`config.mk`:
```
export PLATFORM = sky130hd
export DESIGN_NAME = tmr_clk_sel
export DESIGN_NICKNAME = d
export VERILOG_FILES = /design/src/rtl/tmr_clk_sel.sv
export SDC_FILE = /design/constraint.sdc
export NUM_CORES = 1
export LEC_CHECK = 0
export BUFFER_PORTS_ARGS = -buffer_cell sky130_fd_sc_hd__buf_4
export CAP_MARGIN = 20
export CELL_PAD_IN_SITES_DETAIL_PLACEMENT = 0
export CELL_PAD_IN_SITES_GLOBAL_PLACEMENT = 1
export CORE_AREA = 2 2 39 41
export CTS_CLUSTER_SIZE = 8
export DETAILED_ROUTE_END_ITERATION = 8
export DIE_AREA = 0 0 41 43
export GPL_ROUTABILITY_DRIVEN = 0
export PLACE_DENSITY_LB_ADDON = 0.12
export SETUP_SLACK_MARGIN = 0.5
export SYNTH_ARGS = -nofsm -noshare
export SYNTH_HDL_FRONTEND = slang
export SYNTH_SLANG_ARGS = --single-unit
```
`constraint.sdc`:
```
create_clock -name clk_io -period 4.05 [get_ports clk_io]
set_input_delay 0.6075 -clock clk_io [delete_from_list [all_inputs] [get_ports clk_io]]
set_output_delay 0.6075 -clock clk_io [all_outputs]
set_load 0.05 [all_outputs]
```
`src/rtl/tmr_clk_sel.sv`:
```
module tmr_clk_sel #(
  parameter int PRE_W = 10,
  parameter int TAP_A = 3,
  parameter int TAP_B = 6,
  parameter int TAP_C = 8
) (
  input  logic       clk_io,
  input  logic       rst_n,
  input  logic [2:0] sel,
  input  logic       ext_pin,
  output logic       cnt_en
);

  localparam int SYNC_N = 3;

  logic [PRE_W-1:0]  pre;
  logic [SYNC_N-1:0] xs;
  logic              en_sel;

  always_ff @(posedge clk_io or negedge rst_n) begin
    if (!rst_n) begin
      pre <= '0;
      xs  <= '0;
    end else begin
      pre <= pre + PRE_W'(1);
      xs  <= {xs[SYNC_N-2:0], ext_pin};
    end
  end

  wire tap_a = &pre[TAP_A-1:0];
  wire tap_b = &pre[TAP_B-1:0];
  wire tap_c = &pre[TAP_C-1:0];
  wire tap_d = &pre;
  wire rise  = xs[SYNC_N-2] & ~xs[SYNC_N-1];
  wire fall  = ~xs[SYNC_N-2] & xs[SYNC_N-1];

  always_comb begin
    case (sel)
      3'd0:    en_sel = 1'b0;
      3'd1:    en_sel = 1'b1;
      3'd2:    en_sel = tap_a;
      3'd3:    en_sel = tap_b;
      3'd4:    en_sel = tap_c;
      3'd5:    en_sel = tap_d;
      3'd6:    en_sel = fall;
      default: en_sel = rise;
    endcase
  end

  assign cnt_en = rst_n & en_sel;

  p_stop_r1: assert property (@(posedge clk_io) disable iff (!rst_n)
    (sel == 3'd0) |-> !cnt_en);

  p_every_r2: assert property (@(posedge clk_io) disable iff (!rst_n)
    (sel == 3'd1) |-> cnt_en);

  p_div8_phase_r3: assert property (@(posedge clk_io) disable iff (!rst_n)
    (sel == 3'd2 && cnt_en) |=> (pre[TAP_A-1:0] == '0));

  p_pre_step_r4: assert property (@(posedge clk_io) disable iff (!rst_n)
    $past(rst_n) |-> (pre == $past(pre) + PRE_W'(1)));

  p_single_r9: assert property (@(posedge clk_io) disable iff (!rst_n)
    (cnt_en && sel != 3'd1) |=> (!cnt_en || sel != $past(sel)));

endmodule

```
==> flow_metrics.py <==
metrics = {
    "synthesis": {
        "ys_top_cells_by_area": "dfrtp_1 57%, xnor2_1 7.7%, ha_1 4.4%, nand3_1 3.5%, xor2_1 3.1%",
        "syn_inst": 48,
        "synth_top_area_share_pct": 57.02,
        "synth_cell_types": 20,
        "ys.flop_type": "dfrtp_1",
        "syn_area_um2": 570.5,
        "ys_ff_latch": 13,
        "synth.net_count": 56,
        "synth_edf_count": 0,
        "yosysTopAreaCell": "dfrtp_1",
        "yosysWarnings": 0,
        "avgSynthCellArea_um2": 11.89,
        "ys_top_cells_by_count": "13 x dfrtp_1, 5 x xnor2_1, 4 x inv_1, 4 x nand3_1, 3 x a21oi_1",
        "yosysSeqAreaShare_pct": 57.02,
        "async_flop_share_pct": 100.0,
        "synth_most_common_cell": "dfrtp_1",
    },
    "timing": {
        "worstMarginPinSlew_ns": 0.3329,
        "relSlewSlack_pct": 77.64,
        "fin_crit_sh_pct": 63.89,
        "hold_viol_final": 0,
        "maxSlewViolCount": 0,
        "rsz0062_at_grt": "no",
        "fin_crit_ns": 2.588,
        "tns_ns": 0,
        "finalSetupViolCount": 0,
        "finClkSkew_ns": 0.001460,
        "fmax_mhz": 386.5,
    },
    "floorplanning": {
        "dieWidth_um": 41,
        "rows": 14,
        "dieHeight_um": 43,
        "dieArea_um2": 1763,
        "start_util_pct": 41.23,
        "core-area_um2": 1384,
        "io_pins": 7,
    },
    "setup_path": {
        "reg2reg_slack_ns": 2.72,
        "crit_start": "pre[0]",
        "crit_path_max_fanout": 4,
        "end_kind": "output pin",
        "r2r-end": "pre[6]",
        "crit_required_ns": 3.44,
        "worst-setup-path-type": "reg -> out",
        "r2r_start": "pre[0]",
        "startpoint_type": "register",
        "worstRegToRegCells": 4,
        "crit_arrival_ns": 1.98,
    },
    "global_routing": {
        "grt_use_total_pct": 13.19,
        "antenna_found_initial": 0,
        "grt_pass1_wl_mm": 1.469,
        "first_global_vias": 327,
        "grt_max_degree": 16,
        "gr-total-overflow": 0,
    },
    "cts": {
        "root_buffer": "clkbuf_4",
        "clock_latency_ns": 0.27,
        "cts_resized": 0,
        "ctsHoldBuffers": 0,
        "clk_pin_slew_ns": 0.07,
        "max-clock-path-buffers": 2,
        "tritoncts": "yes",
        "postCtsSetupRepairBufs": 0,
        "htree_levels": 1,
        "numCtsBuffers": 3,
        "cts.sinks": 13,
    },
    "pwr": {
        "p_leak_uw": 0.0003254,
        "p_per_area_nw_per_um2": 338.7,
        "p_total_uw": 224.2,
        "switching_share_pct": 21.47,
        "clkPwrFrac_pct": 34.1,
        "p_switching_uw": 48.12,
        "p_int_uw": 176.1,
        "pwr-share-comb_pct": 7.1,
        "max-vdd-ir-drop_mv": 0.1703,
        "seq_power_share_pct": 58.8,
    },
    "finish": {
        "fin_cells": 74,
        "fin_nets": 67,
        "syn_to_final_growth_pct": 16.01,
        "layout-drive-gt1-share_pct": 24.14,
        "multi_input_area_um2": 230.2,
        "fill_cells": 127,
        "seq_area_um2": 325.3,
        "antennaDiodeCount": 0,
    },
    "hold_path": {
        "min-delay-path-class": "in -> async",
    },
    "place": {
        "post-dp-hpwl_um": 717.8,
        "io_buffers": 6,
        "place_inst": 70,
    },
    "drt": {
        "via_count": 392,
        "drc_errors": 0,
        "wire_per_inst_um": 12.91,
        "drtAntennaViolNets": 0,
        "drt_first_pass_iters": 4,
        "drt-initial-drc-count": 11,
        "routed_wl_um": 955,
        "routed_via_density": 5.297,
    },
    "run": {
        "cap_violations": 0,
    },
    "run_status": {
        "status": "completed",
    },
}
per-layer routing:
| layer | wire (µm) | global-route usage, % | part of all wire, % |
|---|---|---|---|
| met1 | 418 | 17.75 | 44 |
| met2 | 459 | 16.56 | 48 |
| met3 | 76 | 4.712 | 8.0 |
| met4 | 0 | 10.00 | 0 |
| met5 | 0 | 0 | 0 |
state kept, by name (all words and copies together), names as in the netlist:
register,cells
pre,10
xs,3
cell type report:
cell class | count | area share [%]
Inverter | 4 | 2.268
Tap cell | 16 | 3.025
Multi-Input combinational cell | 31 | 34.78
Sequential cell | 13 | 49.15
Timing Repair Buffer | 6 | 6.805
Clock buffer | 4 | 3.970
power groups by stage:
stage / logic [µW] / registers, µW / clock network (µW)
2_1_floorplan: 7.10 / 134 / 0
4_1_cts: 16.1 / 132 / 80.0
6_report: 15.9 / 132 / 76.5
3_5_place_dp: 16.0 / 134 / 0
5_1_grt: 17.3 / 132 / 88.6
3_3_place_gp: 15.3 / 134 / 0
per-stage QoR:
stage	cell area [µm²]	setup slack [ns]	hold WS (ns)	util (%)
after CTS	661.9	1.460	0.1692	47.83
after global placement	635.6	1.834	0.3329	45.93
after detailed placement	635.6	1.762	0.3365	45.93
after global routing	661.9	1.341	0.1619	47.83
after floorplan	570.5	1.552	0.3119	-
final	661.9	1.462	0.1747	47.83
cell usage in the layout (no fill, tap or decap):
cell type / synthesis / final
xor2_1: 2 / 2
or3_4: 1 / 1
nor2b_1: 1 / 1
inv_1: 4 / 4
nor2_1: 1 / 1
nand2b_1: 2 / 2
clkbuf_4: 0 / 3
nand4_1: 1 / 1
xnor2_1: 5 / 5
and3_1: 1 / 1
a21oi_1: 3 / 3
nand3_1: 4 / 4
o21ai_0: 1 / 1
and4_4: 1 / 1
ha_1: 2 / 2
clkbuf_1: 0 / 1
buf_4: 0 / 6
nor3_1: 2 / 2
a211oi_2: 1 / 1
or2_2: 1 / 1
nand3_2: 1 / 1
dfrtp_1: 13 / 13
o211ai_1: 1 / 1
critical path, cell delays in order (launching register included):
cell and delay [ns]:
dfrtp_1 0.40, ha_1 0.22, nand3_2 0.12, or3_4 0.36
and4_4 0.20, a211oi_2 0.19, buf_4 0.23
kinds of logic after synthesis:
family | synth area share (%)
adder cells (fa/ha/maj) | 4.385
flip-flops | 57.02
AO/OA/AOI/OAI | 7.016
XOR/XNOR | 10.75
buffers and inverters | 2.631
AND/OR/NAND/NOR | 18.20
how the worst max path moves through the flow:
stage	to	slack [ns]	cells after the start
floorplan	cnt_en	1.55	5
global placement	cnt_en	1.83	6
detailed placement	cnt_en	1.76	6
CTS	cnt_en	1.46	6
global route	cnt_en	1.34	6
finish	cnt_en	1.46	6
Power figures use the tool's default switching activity.
